`src/rtl/pin_route_pkg.sv`:
```
package pin_route_pkg;
   localparam int unsigned CODE_W     = 4;
   localparam int unsigned ACT_SRCS   = 4;
   localparam int unsigned DS_SRCS    = 2;
   localparam logic [3:0]  C_FW_GPIO  = 4'd0;
   localparam logic [3:0]  C_ANA_LO   = 4'd4;
   localparam logic [3:0]  C_ANA_HI   = 4'd7;
   localparam logic [3:0]  C_ACT_BASE = 4'd8;
   localparam logic [3:0]  C_DS_BASE  = 4'd14;
   localparam logic [3:0]  C_DEBUG    = 4'd15;

   typedef struct packed {
      logic drv;
      logic en;
      logic ana;
      logic ibe;
      logic dsrc;
   } lane_ctl_t;
endpackage

```
`src/rtl/pin_route_cfg.sv`:
```
module pin_route_cfg
   import pin_route_pkg::*;
#(
   parameter int unsigned NUM_PINS = 8,
   parameter logic [NUM_PINS-1:0] DBG_PINS = '0,
   localparam int unsigned REG_W = NUM_PINS * CODE_W,
   localparam int unsigned NB    = REG_W / 8
) (
   input  logic             clk,
   input  logic             rst_n,
   input  logic             wr_en,
   input  logic [NB-1:0]    wr_be,
   input  logic [REG_W-1:0] wr_data,
   input  logic             lock,
   output logic [REG_W-1:0] sel_q,
   output logic [NUM_PINS-1:0] cfg_ok
);
   localparam int unsigned PINS_PER_BYTE = 8 / CODE_W;

   function automatic logic [REG_W-1:0] reset_sel();
      logic [REG_W-1:0] v;
      v = '0;
      for (int p = 0; p < NUM_PINS; p++)
         if (DBG_PINS[p]) v[p*CODE_W +: CODE_W] = C_DEBUG;
      return v;
   endfunction

   localparam logic [REG_W-1:0] SEL_RST = reset_sel();

   logic [NB-1:0] lane_wr;

   for (genvar b = 0; b < NB; b++) begin : g_byte
      assign lane_wr[b] = wr_en && !lock && wr_be[b];

      always_ff @(posedge clk or negedge rst_n) begin
         if (!rst_n)
            sel_q[b*8 +: 8] <= SEL_RST[b*8 +: 8];
         else if (lane_wr[b])
            sel_q[b*8 +: 8] <= wr_data[b*8 +: 8];
      end

      for (genvar k = 0; k < PINS_PER_BYTE; k++) begin : g_pin
         localparam int unsigned P = b * PINS_PER_BYTE + k;
         always_ff @(posedge clk or negedge rst_n) begin
            if (!rst_n)
               cfg_ok[P] <= DBG_PINS[P];
            else if (lane_wr[b])
               cfg_ok[P] <= 1'b1;
         end
      end
   end
endmodule

```
`src/rtl/pin_route_lane.sv`:
```
module pin_route_lane
   import pin_route_pkg::*;
(
   input  logic [CODE_W-1:0]   code,
   input  logic                cfg_ok,
   input  logic                fw_out,
   input  logic                fw_oe,
   input  logic [ACT_SRCS-1:0] act_o,
   input  logic [ACT_SRCS-1:0] act_e,
   input  logic [DS_SRCS-1:0]  ds_o,
   input  logic [DS_SRCS-1:0]  ds_e,
   input  logic                pad,
   output lane_ctl_t           ctl,
   output logic                fw_in,
   output logic [ACT_SRCS-1:0] act_i,
   output logic [DS_SRCS-1:0]  ds_i
);
   always_comb begin
      ctl      = '0;
      ctl.ibe  = cfg_ok;
      if (!cfg_ok) begin
         ctl.ana = 1'b1;
      end else if (code == C_FW_GPIO) begin
         ctl.drv = fw_out;
         ctl.en  = fw_oe;
      end else if (code >= C_ANA_LO && code <= C_ANA_HI) begin
         ctl.ana = 1'b1;
      end else if (code >= C_ACT_BASE && code < C_ACT_BASE + 4'(ACT_SRCS)) begin
         ctl.drv = act_o[code[1:0]];
         ctl.en  = act_e[code[1:0]];
      end else if (code >= C_DS_BASE) begin
         ctl.drv  = ds_o[code[0]];
         ctl.en   = ds_e[code[0]];
         ctl.dsrc = 1'b1;
      end
   end

   assign fw_in = pad & cfg_ok;

   for (genvar k = 0; k < ACT_SRCS; k++) begin : g_act
      assign act_i[k] = pad & cfg_ok & (code == C_ACT_BASE + 4'(k));
   end
   for (genvar k = 0; k < DS_SRCS; k++) begin : g_ds
      assign ds_i[k] = pad & cfg_ok & (code == C_DS_BASE + 4'(k));
   end
endmodule

```
`src/rtl/pin_route_hold.sv`:
```
module pin_route_hold #(
   parameter int unsigned NUM_PINS = 8
) (
   input  logic                clk,
   input  logic                rst_n,
   input  logic                ds_req,
   input  logic [NUM_PINS-1:0] live_out,
   input  logic [NUM_PINS-1:0] live_oe,
   input  logic [NUM_PINS-1:0] awake_src,
   output logic [NUM_PINS-1:0] pin_out,
   output logic [NUM_PINS-1:0] pin_oe
);
   logic                frozen;
   logic [NUM_PINS-1:0] held_out, held_oe;

   always_ff @(posedge clk or negedge rst_n) begin
      if (!rst_n) begin
         frozen   <= 1'b0;
         held_out <= '0;
         held_oe  <= '0;
      end else if (ds_req) begin
         if (!frozen) begin
            frozen   <= 1'b1;
            held_out <= live_out;
            held_oe  <= live_oe;
         end
      end else begin
         frozen <= 1'b0;
      end
   end

   for (genvar p = 0; p < NUM_PINS; p++) begin : g_pin
      assign pin_out[p] = (frozen && !awake_src[p]) ? held_out[p] : live_out[p];
      assign pin_oe[p]  = (frozen && !awake_src[p]) ? held_oe[p]  : live_oe[p];
   end
endmodule

```
`src/rtl/pin_route_mux.sv`:
```
module pin_route_mux
   import pin_route_pkg::*;
#(
   parameter int unsigned NUM_PINS = 8,
   parameter logic [NUM_PINS-1:0] DBG_PINS = 8'b1100_0000,
   localparam int unsigned REG_W = NUM_PINS * CODE_W,
   localparam int unsigned NB    = REG_W / 8
) (
   input  logic                         clk,
   input  logic                         rst_n,
   input  logic                         wr_en,
   input  logic [NB-1:0]                wr_be,
   input  logic [REG_W-1:0]             wr_data,
   output logic [REG_W-1:0]             rd_data,
   input  logic [NUM_PINS-1:0]          gpio_dout,
   input  logic [NUM_PINS-1:0]          gpio_doe,
   output logic [NUM_PINS-1:0]          gpio_din,
   input  logic [NUM_PINS*ACT_SRCS-1:0] act_out,
   input  logic [NUM_PINS*ACT_SRCS-1:0] act_oe,
   output logic [NUM_PINS*ACT_SRCS-1:0] act_in,
   input  logic [NUM_PINS*DS_SRCS-1:0]  ds_out,
   input  logic [NUM_PINS*DS_SRCS-1:0]  ds_oe,
   output logic [NUM_PINS*DS_SRCS-1:0]  ds_in,
   input  logic                         ds_req,
   input  logic [NUM_PINS-1:0]          pad_in,
   output logic [NUM_PINS-1:0]          pin_out,
   output logic [NUM_PINS-1:0]          pin_oe,
   output logic [NUM_PINS-1:0]          pin_ana,
   output logic [NUM_PINS-1:0]          pin_ibe
);
   if (CODE_W != 4) begin : g_bad_code
      $error("pin_route_mux: select field must be 4 bits");
   end
   if (NUM_PINS % 2 != 0 || NUM_PINS < 2) begin : g_bad_pins
      $error("pin_route_mux: pin count must be even and at least 2");
   end

   logic [NUM_PINS-1:0] cfg_ok, live_out, live_oe, awake_src;

   pin_route_cfg #(.NUM_PINS(NUM_PINS), .DBG_PINS(DBG_PINS)) u_cfg (
      .clk(clk), .rst_n(rst_n), .wr_en(wr_en), .wr_be(wr_be),
      .wr_data(wr_data), .lock(ds_req), .sel_q(rd_data), .cfg_ok(cfg_ok)
   );

   for (genvar p = 0; p < NUM_PINS; p++) begin : g_lane
      lane_ctl_t ctl;
      pin_route_lane u_lane (
         .code  (rd_data[p*CODE_W +: CODE_W]),
         .cfg_ok(cfg_ok[p]),
         .fw_out(gpio_dout[p]),
         .fw_oe (gpio_doe[p]),
         .act_o (act_out[p*ACT_SRCS +: ACT_SRCS]),
         .act_e (act_oe[p*ACT_SRCS +: ACT_SRCS]),
         .ds_o  (ds_out[p*DS_SRCS +: DS_SRCS]),
         .ds_e  (ds_oe[p*DS_SRCS +: DS_SRCS]),
         .pad   (pad_in[p]),
         .ctl   (ctl),
         .fw_in (gpio_din[p]),
         .act_i (act_in[p*ACT_SRCS +: ACT_SRCS]),
         .ds_i  (ds_in[p*DS_SRCS +: DS_SRCS])
      );
      assign live_out[p]  = ctl.drv;
      assign live_oe[p]   = ctl.en;
      assign pin_ana[p]   = ctl.ana;
      assign pin_ibe[p]   = ctl.ibe;
      assign awake_src[p] = ctl.dsrc;
   end

   pin_route_hold #(.NUM_PINS(NUM_PINS)) u_hold (
      .clk(clk), .rst_n(rst_n), .ds_req(ds_req),
      .live_out(live_out), .live_oe(live_oe), .awake_src(awake_src),
      .pin_out(pin_out), .pin_oe(pin_oe)
   );
endmodule

```
`config.mk`:
```
export PLATFORM = sky130hd
export DESIGN_NAME = pin_route_mux
export DESIGN_NICKNAME = d
export VERILOG_FILES = /design/src/rtl/pin_route_pkg.sv /design/src/rtl/pin_route_cfg.sv /design/src/rtl/pin_route_lane.sv /design/src/rtl/pin_route_hold.sv /design/src/rtl/pin_route_mux.sv
export SDC_FILE = /design/constraint.sdc
export NUM_CORES = 1
export LEC_CHECK = 0
export BUFFER_PORTS_ARGS = -buffer_cell sky130_fd_sc_hd__buf_2
export CORE_AREA = 2 2 107 109
export DETAILED_ROUTE_END_ITERATION = 8
export DIE_AREA = 0 0 109 111
export PLACE_DENSITY = 0.74
export SLEW_MARGIN = 15
export SYNTH_ARGS = -nofsm -noshare
export SYNTH_HDL_FRONTEND = slang
export SYNTH_HIERARCHICAL = 1
export SYNTH_SLANG_ARGS = --single-unit
```
`constraint.sdc`:
```
create_clock -name clk -period 2.1 [get_ports clk]
set_clock_uncertainty 0.05 [all_clocks]
set_input_delay 0.315 -clock clk [delete_from_list [all_inputs] [get_ports clk]]
set_output_delay 0.315 -clock clk [all_outputs]
set_load 0.05 [all_outputs]
```
==> impl_metrics.yaml, run 1 <==
yosys:
  async_reset_ff_share_pct: 100
  netlist_area_um2: 4110
  synth_most_common_cell: "mux2_2"
  yosysTopAreaCell: "dfrtp_1"
  ys_warn_count: 6
  ys_top_cells_by_area: "dfrtp_1, mux2_2, mux2i_1, dfstp_2, o32a_1"
  synth_area_per_cell_um2: 9.75
  yosysTopAreaCellShare_pct: 26.8
  synth_edf_count: 0
  synth_common_cells: "mux2_2, mux2i_1, dfrtp_1, nor2_1, nand2_1"
  ys_ff_latch: 52
  postSynthCellCount: 421
  ys_types: 27
  seq_area_frac_synth_pct: 31.9
  synth_ff_type: "dfrtp_1"
global_route:
  antenna_found_initial: 1
  met3_usage_pct: 3.88
  grt_pass1_vias: 4566
  grt_usage_pct: 21.9
  busiest_layer: "met2"
  grt.met1_usage_pct: 22.4
  overflow: 0
  grt_start_max_net_pins: 31
  use_met2_pct: 41.7
  grt_pass1_wl_mm: 21.0
power_and_ir_drop:
  power_leakage_nw: 3.45
  p_total_mw: 5.85
  p_per_area_nw_per_um2: 863
  max-vdd-ir-drop_v: 0.000498
routing:
  antenna_left: 0
  drcViolationCount: 0
  totalWireLength_mm: 14.3
  drt_iter0_drc: 239
  vias: 4565
  vias_per_cell: 5.20
  wl_per_cell_um: 16.3
  drt_first_pass_iters: 7
final_layout:
  final_nets: 893
  fin_util_pct: 61.2
  syn_to_final_growth_pct: 65.2
  fill_cells: 909
  drive_above_1_share_pct: 71.3
  multi_input_area_um2: 2960
  seqCellArea_um2: 1350
worst_setup_path:
  r2r_start: "u_cfg/sel_q[20]"
  worst_ep_arrival_time_ps: 1970
  r2r_slack_ps: 220
  critical_path_class: "flop to output port"
  cp_slowest_cell: "dfstp_4"
  rr_worst_depth: 8
  worstReg2RegEnd: "u_hold/held_out[5]"
  startpoint_type: "flop"
  path_cells: "or3b_4 > o32a_1 > a21oi_2 > mux2_4 > buf_8"
  slowest_delay_ps: 620
  cp_max_fo: 3
  crit_required_ps: 1740
  endpoint_kind: "output port"
outcome:
  status: "finished, violations left"
  violations: "negative setup slack"
clock_tree:
  cts_buffers: 5
  clk_transition_reported_paths_ps: 70
  cts_tree: "built"
  clkLatencyLatePin_ps: 290
  cts_max_path_buffers: 2
  clock_sinks: 52
  cts-htree-levels: 2
  cts_root_buf: "clkbuf_16"
timing:
  min_period_ps: 2330
  max_freq_mhz: 429
  setup_slack_ps: -232
  setup_viol: 16
  finalMaxSlewViolations: 0
  maxSlewHeadroom_pct: 62.6
  fin_crit_sh_pct: 111
  hold_viol_final: 0
  rsz0062_at_grt: "yes"
  worst_pin_slew_ps: 561
floorplanning:
  dieArea_um2: 12100
  row_count: 39
  die-width_um: 109
  core-area_um2: 11100
  start_util_pct: 37.1
  die_h_um: 111
  pin_count: 280
worst_hold_path:
  min_path_cells: 2
  hp-start: "wr_data[23]"
  hold_path_class: "primary input to flop"
  holdPathEnd: "u_cfg/sel_q[23]"
place:
  port-buffer-count: 277
  gp_congestion: 0.879
  dpl.hpwl_mm: 10.1
job:
  cap_violations: 0
[cell usage in the layout (no fill, tap or decap), types with 9 or more instances in the layout]
cell type	synthesis	final
buf_8	0	16
mux2i_1	48	40
a2bb2oi_2	0	12
nor3_2	0	11
o32a_1	16	16
buf_4	13	58
inv_1	16	16
nand3_1	16	10
nor2_1	40	37
mux2_2	57	41
dfrtp_2	0	25
or2b_1	9	9
a21oi_2	0	16
nand2_1	24	24
mux2_4	3	19
buf_2	16	261
dfrtp_1	44	19
[metal layers]
| layer | vias up | share of wire, % | wire length, um |
|---|---|---|---|
| met2 | 228 | 52 | 7510 |
| met4 | 0 | 4.5 | 649 |
| met5 | - | 0 | 0 |
| met1 | 2155 | 36 | 5140 |
| met3 | 52 | 7.2 | 1030 |
| li1 | 2130 | - | - |
[critical path: cells and delay by family, from the launching register on]
| family | cells | cell delay, ps |
|---|---|---|
| AO/OA/AOI/OAI | 2 | 350 |
| buffers and inverters | 1 | 140 |
| flip-flops | 1 | 620 |
| multiplexers | 1 | 180 |
| AND/OR/NAND/NOR | 1 | 380 |
[power breakdown]
part,total [mW],internal (mW),switching (mW)
sequential,1.56,1.25,0.310
combinational,3.46,1.49,1.97
clock,0.827,0.476,0.351
[what timing repair did]
action                                  in CTS  in global routing
buffers inserted                            35                  8
resized for setup                          101                 29
hold buffers                                 1                  0
hold endpoints to repair                    19                  0
endpoints found under the setup margin      16                 16
pin swaps                                   26                  9
[per-stage QoR]
step	area, um^2	setup slack, ps	cells	setup TNS [ps]	hold slack (ps)
6_report	6780	-232	878	-1520	190
5_1_grt	6780	-284	878	-2610	190
4_1_cts	6560	-210	869	-1250	184
3_5_place_dp	5760	-52.8	825	-97.4	292
3_3_place_gp	5760	12.1	825	0	281
2_1_floorplan	4310	-174	422	-1910	-30.6
[worst max path at each step]
stage	startpoint	end	slack [ps]
6_report	u_cfg/sel_q[31]	pin_oe[7]	-230
5_1_grt	u_cfg/sel_q[31]	pin_out[7]	-280
4_1_cts	u_cfg/sel_q[31]	pin_out[7]	-210
3_5_place_dp	u_cfg/sel_q[31]	pin_out[7]	-50
3_3_place_gp	u_cfg/sel_q[27]	pin_oe[6]	10
2_1_floorplan	u_cfg/cfg_ok[2]	act_in[15]	-170
[sequential cells by signal, summed over array words and instances, names as in the netlist]
signal           count
u_hold/frozen        1
u_cfg/sel_q         32
u_hold/held_oe       8
u_cfg/cfg_ok         3
u_hold/held_out      8
[cell families (layout without fill, tap and decap cells)]
logic type	after synthesis	count (layout)	share of synthesized area, %
buffers and inverters	56	368	8.81
muxes	112	112	29.5
AOI/OAI and AO/OA	56	56	10.2
other	1	3	0.0913
DFF	52	52	31.9
and+or+nand+nor	144	144	19.4
[cell type report]
class	instances	area share [%]
tap	143	2.64
timing repair buffer	344	30.8
sequential	52	19.9
clock buffer	8	2.16
inverter	16	0.885
multi-input combinational	314	43.6
antenna	1	0.0369
Note: power is estimated with default switching activity, not from simulation.
==> run 2: changes to the inputs <==
--- a/config.mk
+++ b/config.mk
@@ -7,6 +7,7 @@
 export LEC_CHECK = 0
 export BUFFER_PORTS_ARGS = -buffer_cell sky130_fd_sc_hd__buf_2
 export CORE_AREA = 2 2 107 109
+export CTS_BUF_LIST = sky130_fd_sc_hd__clkbuf_4 sky130_fd_sc_hd__clkbuf_8
 export DETAILED_ROUTE_END_ITERATION = 8
 export DIE_AREA = 0 0 109 111
 export PLACE_DENSITY = 0.74
==> run 2 against run 1 <==
The flow still finishes with violations (negative setup slack). Clock power shrank 24%. Sequential cell count is the same. Maximum frequency shrank 1.5%.
==> impl_metrics.yaml, run 2 (synthesis gave the netlist of run 1 again) <==
outcome:
  status: "finished, violations left"
  violations: "negative setup slack"
final_layout:
  stdcell_area_um2: 6670
  largest_register_ffs: 32
  reg_top3: "u_cfg/sel_q (32), u_hold/held_oe (8), u_hold/held_out (8)"
  final_cells: 872
  final_cell_mix: "buf_2, buf_4, mux2i_1, mux2_2, nor2_1"
  syn_to_final_growth_pct: 62.4
  fin_util_pct: 60.2
  drive_above_1_share_pct: 71.3
  fill_cells: 920
  final_common_cell: "buf_2"
  regMostFlops: "u_cfg/sel_q"
  final_nets: 887
clock_tree:
  clk_transition_reported_paths_ps: 90
  cts-htree-levels: 2
  cts_tree: "built"
  cts_buffers: 5
  cts_max_path_buffers: 2
  clock_sinks: 52
  clkLatencyLatePin_ps: 310
  cts_root_buf: "clkbuf_8"
worst_setup_path:
  worst_ep_arrival_time_ps: 2000
  critical_path_class: "flop to output port"
  crit_required_ps: 1740
  endpoint_kind: "output port"
  startpoint_type: "flop"
  cp_max_fo: 3
routing:
  antenna_left: 0
  vias_per_cell: 5.14
  drt_iter0_drc: 169
  routedLengthMet1_mm: 5.20
  dr_wl_met2_mm: 7.20
  top_layer: "met4"
  drt_first_pass_iters: 4
  route.met3.wl_um: 989
  wl_per_cell_um: 15.9
  totalWireLength_mm: 13.8
  drcViolationCount: 0
  vias: 4480
global_route:
  grt_pass1_vias: 4506
  grt_start_max_net_pins: 31
  overflow: 0
  antenna_found_initial: 1
  grt_usage_pct: 21.3
  grt_pass1_wl_mm: 20.5
floorplanning:
  row_count: 39
  die_h_um: 111
  pin_count: 280
  start_util_pct: 37.1
  die-width_um: 109
  dieArea_um2: 12100
  core-area_um2: 11100
timing:
  setup_viol: 16
  finalMaxSlewViolations: 0
  maxSlewHeadroom_pct: 63.2
  fin_crit_sh_pct: 113
  max_freq_mhz: 422
  hold_viol_final: 0
  rsz0062_at_grt: "yes"
  worst_pin_slew_ps: 553
  min_period_ps: 2370
  setup_slack_ps: -268
  fin_hold_ws_ps: 174
  tns_ps: -1980
power_and_ir_drop:
  p_total_mw: 5.58
  p_per_area_nw_per_um2: 836
  power_leakage_nw: 3.40
  max-vdd-ir-drop_v: 0.000478
place:
  port-buffer-count: 277
  pre_cts_slack_ps: -52.8
  gp_congestion: 0.879
  dpl.cell_count: 825
  postPlaceCellArea_um2: 5760
  dpl.hpwl_mm: 10.1
job:
  cap_violations: 0
worst_hold_path:
  hold_path_class: "primary input to flop"
[run 2: changes by cell type in the layout (fill, tap and decap cells not counted), sizes merged]
| cell | previous run | this run |
|---|---|---|
| clkbuf | 8 | 14 |
| buf | 343 | 331 |
[run 2: per-layer routing]
metal,vias to the layer above,global-route usage [%]
li1,2116,-
met2,208,40.3
met5,-,0
met1,2119,22.8
met4,0,8.46
met3,37,3.70
[run 2: timing repair]
action,4_1_cts,5_1_grt
gates resized for setup,100,32
buffers inserted,34,3
endpoints found under the hold margin,19,0
pin swaps,26,4
hold buffers,1,0
endpoints found under the setup margin,16,28
[run 2: final timing paths]
check / from / to / slack [ps] / cells after the start
setup / recovery: u_cfg/sel_q[31] / pin_oe[7] / -270 / 5
hold / removal: wr_data[15] / u_cfg/sel_q[15] / 170 / 2
setup reg to reg: u_cfg/sel_q[28] / u_hold/held_oe[7] / 250 / 6
hold reg to reg: u_hold/held_oe[5] / u_hold/held_oe[5] / 470 / 1
max in group asynchronous: rst_n / u_cfg/sel_q[28] / 900 / 3
min in group asynchronous: rst_n / u_cfg/sel_q[9] / 470 / 2
[run 2: where the power goes]
part	internal [mW]	total, mW	switching (mW)
registers	1.25	1.56	0.314
logic	1.45	3.38	1.94
clock network	0.296	0.630	0.334
[run 2: cell type report]
type / count / area, um^2 / share of cell area (%)
multi-input cells: 314 / 2920 / 43.8
well taps: 143 / 179 / 2.68
flip-flops and latches: 52 / 1350 / 20.3
diodes: 1 / 2.50 / 0.0375
repair buffers: 338 / 2060 / 30.8
inverters: 16 / 60.1 / 0.900
clock buffers: 8 / 97.6 / 1.46
[run 2: worst max-delay path, cell delays in order, from the launching register on]
cell     delay (ps)
dfstp_4         630
or3b_4          380
o32a_1          190
a21oi_2         180
mux2_4          180
buf_8           140
==> run 3: changes to the inputs <==
--- a/config.mk
+++ b/config.mk
@@ -10,7 +10,8 @@
 export CTS_BUF_LIST = sky130_fd_sc_hd__clkbuf_4 sky130_fd_sc_hd__clkbuf_8
 export DETAILED_ROUTE_END_ITERATION = 8
 export DIE_AREA = 0 0 109 111
-export PLACE_DENSITY = 0.74
+export PLACE_DENSITY = 0.72
+export SETUP_SLACK_MARGIN = 0.1
 export SLEW_MARGIN = 15
 export SYNTH_ARGS = -nofsm -noshare
 export SYNTH_HDL_FRONTEND = slang
==> run 3 against run 2 <==
The run still ends with negative setup slack left. Via count up 2.5%. Critical path depth unchanged. First-iteration DRC count up 31%. Global-route usage up 0.83 points. Sequential share of layout area down 1.4 points. Hold slack worse by 34 ps. Largest power group unchanged.
==> impl_metrics.yaml, run 3 (synthesis gave the netlist of run 1 again) <==
outcome:
  status: "finished, violations left"
  violations: "negative setup slack"
worst_setup_path:
  rr_worst_depth: 5
  worst_ep_arrival_time_ps: 1970
  endpoint_kind: "output port"
  cp_slowest_cell: "dfstp_4"
  startpoint_type: "flop"
  critical_path_class: "flop to output port"
  path_cells: "or3b_1 > o32a_1 > a21oi_2 > mux2_4 > buf_12"
  crit_start: "u_cfg/sel_q[31]"
  worstReg2RegEnd: "u_hold/held_oe[7]"
  crit_required_ps: 1740
  r2r_start: "u_cfg/sel_q[28]"
  r2r_slack_ps: 370
  cp_max_fo: 5
  slowest_delay_ps: 640
final_layout:
  reg_top3: "u_cfg/sel_q (32), u_hold/held_oe (8), u_hold/held_out (8)"
  regMostFlops: "u_cfg/sel_q"
  drive_above_1_share_pct: 77.6
  final_common_cell: "buf_2"
  final_cells: 884
  n_antenna_cell: 0
  fill_cells: 867
  syn_to_final_growth_pct: 74.9
  largest_register_ffs: 32
  final_cell_mix: "buf_2, buf_4, buf_6, mux2_2, mux2i_1"
  final_nets: 900
global_route:
  antenna_found_initial: 0
  grt_start_max_net_pins: 29
  grt_pass1_vias: 4736
  grt_pass1_wl_mm: 21.6
  grt_usage_pct: 22.1
  overflow: 0
power_and_ir_drop:
  switching_share_pct: 46.2
  p_per_area_nw_per_um2: 814
  clkPwrFrac_pct: 11.1
  p_total_mw: 5.85
  max-vdd-ir-drop_v: 0.000477
  intPower_mw: 3.15
  pwr-share-seq_pct: 26.9
  p_switching_mw: 2.70
  power_leakage_nw: 3.53
  pwr-share-comb_pct: 62.0
floorplanning:
  die-width_um: 109
  pin_count: 280
  die_h_um: 111
  row_count: 39
  start_util_pct: 37.1
  core-area_um2: 11100
  dieArea_um2: 12100
worst_hold_path:
  holdPathEnd: "u_hold/frozen"
  hp-start: "ds_req"
  hold_path_class: "primary input to flop"
  min_path_cells: 1
routing:
  drcViolationCount: 0
  route.met3.wl_mm: 1.00
  totalWireLength_mm: 14.4
  vias_per_cell: 5.20
  dr_wl_met2_mm: 7.91
  drt_first_pass_iters: 4
  routedLengthMet1_mm: 5.14
  wl_per_cell_um: 16.3
  drt_iter0_drc: 222
  antenna_left: 0
  top_layer: "met4"
  vias: 4594
timing:
  min_period_ps: 2330
  setup_slack_ps: -234
  fin_crit_sh_pct: 111
  max_freq_mhz: 428
  maxSlewHeadroom_pct: 58.9
  fin_hold_ws_ps: 139
  setup_viol: 16
  hold_viol_final: 0
  worst_pin_slew_ps: 617
  rsz0062_at_grt: "yes"
  tns_ps: -1830
  finalMaxSlewViolations: 0
clock_tree:
  clk_transition_reported_paths_ps: 100
  cts_max_path_buffers: 2
  cts_root_buf: "clkbuf_8"
  cts_buffers: 5
  clock_sinks: 52
  cts_tree: "built"
  cts-htree-levels: 2
  clkLatencyLatePin_ps: 310
place:
  port-buffer-count: 277
  gp_congestion: 0.780
  dpl.hpwl_mm: 10.2
  dpl.cell_count: 820
job:
  cap_violations: 0
## run 3: cell count changes in the layout (fill, tap and decap cells not counted), sizes merged
| cell | before | now |
|---|---|---|
| diode | 1 | 0 |
| clkbuf | 14 | 9 |
| buf | 331 | 349 |
## run 3: area by class of cell
cell class	count	area, um^2	area share [%]
flip-flops and latches	52	1350	18.8
inverters	16	60.1	0.836
clock buffers	8	104	1.45
repair buffers	351	2400	33.4
well taps	143	179	2.49
multi-input cells	314	3090	43.0
## run 3: worst max path at each step
stage	end	slack, ps	cells past startpoint
after global routing	pin_out[7]	-310	5
after floorplan	act_in[3]	-90	3
after detailed placement	pin_oe[6]	20	6
after global placement	pin_out[6]	80	5
after CTS	pin_oe[7]	-240	5
final	pin_oe[7]	-230	5
## run 3: critical path: cells and delay by family, from the launching register on
| family | cells | cell delay [ps] |
|---|---|---|
| compound gates | 2 | 350 |
| buf+inv | 1 | 140 |
| flops | 1 | 640 |
| mux | 1 | 170 |
| simple gates | 1 | 370 |
## run 3: power by group through the flow
stage	Clock (mW)	Sequential (mW)	Combinational [mW]
2_1_floorplan	0	1.85	1.91
3_3_place_gp	0	1.59	2.72
3_5_place_dp	0	1.62	2.76
4_1_cts	0.683	1.54	3.43
5_1_grt	0.722	1.61	3.80
6_report	0.648	1.57	3.63
## run 3: per-stage QoR
stage | setup WS, ps | cell area (um^2) | utilization [%]
floorplan | -87.2 | 4510 | -
global placement | 79.6 | 5900 | 53.3
detailed placement | 21.0 | 5900 | 53.3
CTS | -243 | 6820 | 61.6
global route | -309 | 7180 | 64.8
finish | -234 | 7180 | 64.8
## run 3: repair_timing
action | 4_1_cts | 5_1_grt
pin swaps | 19 | 15
hold buffers | 1 | 0
resized for setup | 118 | 103
setup endpoints to repair | 51 | 58
setup buffers | 48 | 8
endpoints found under the hold margin | 20 | 0
## run 3: per-layer routing
metal,GRT usage (%),up-vias
met5,0,-
li1,-,2138
met4,7.18,0
met1,22.4,2217
met2,43.7,209
met3,4.29,30
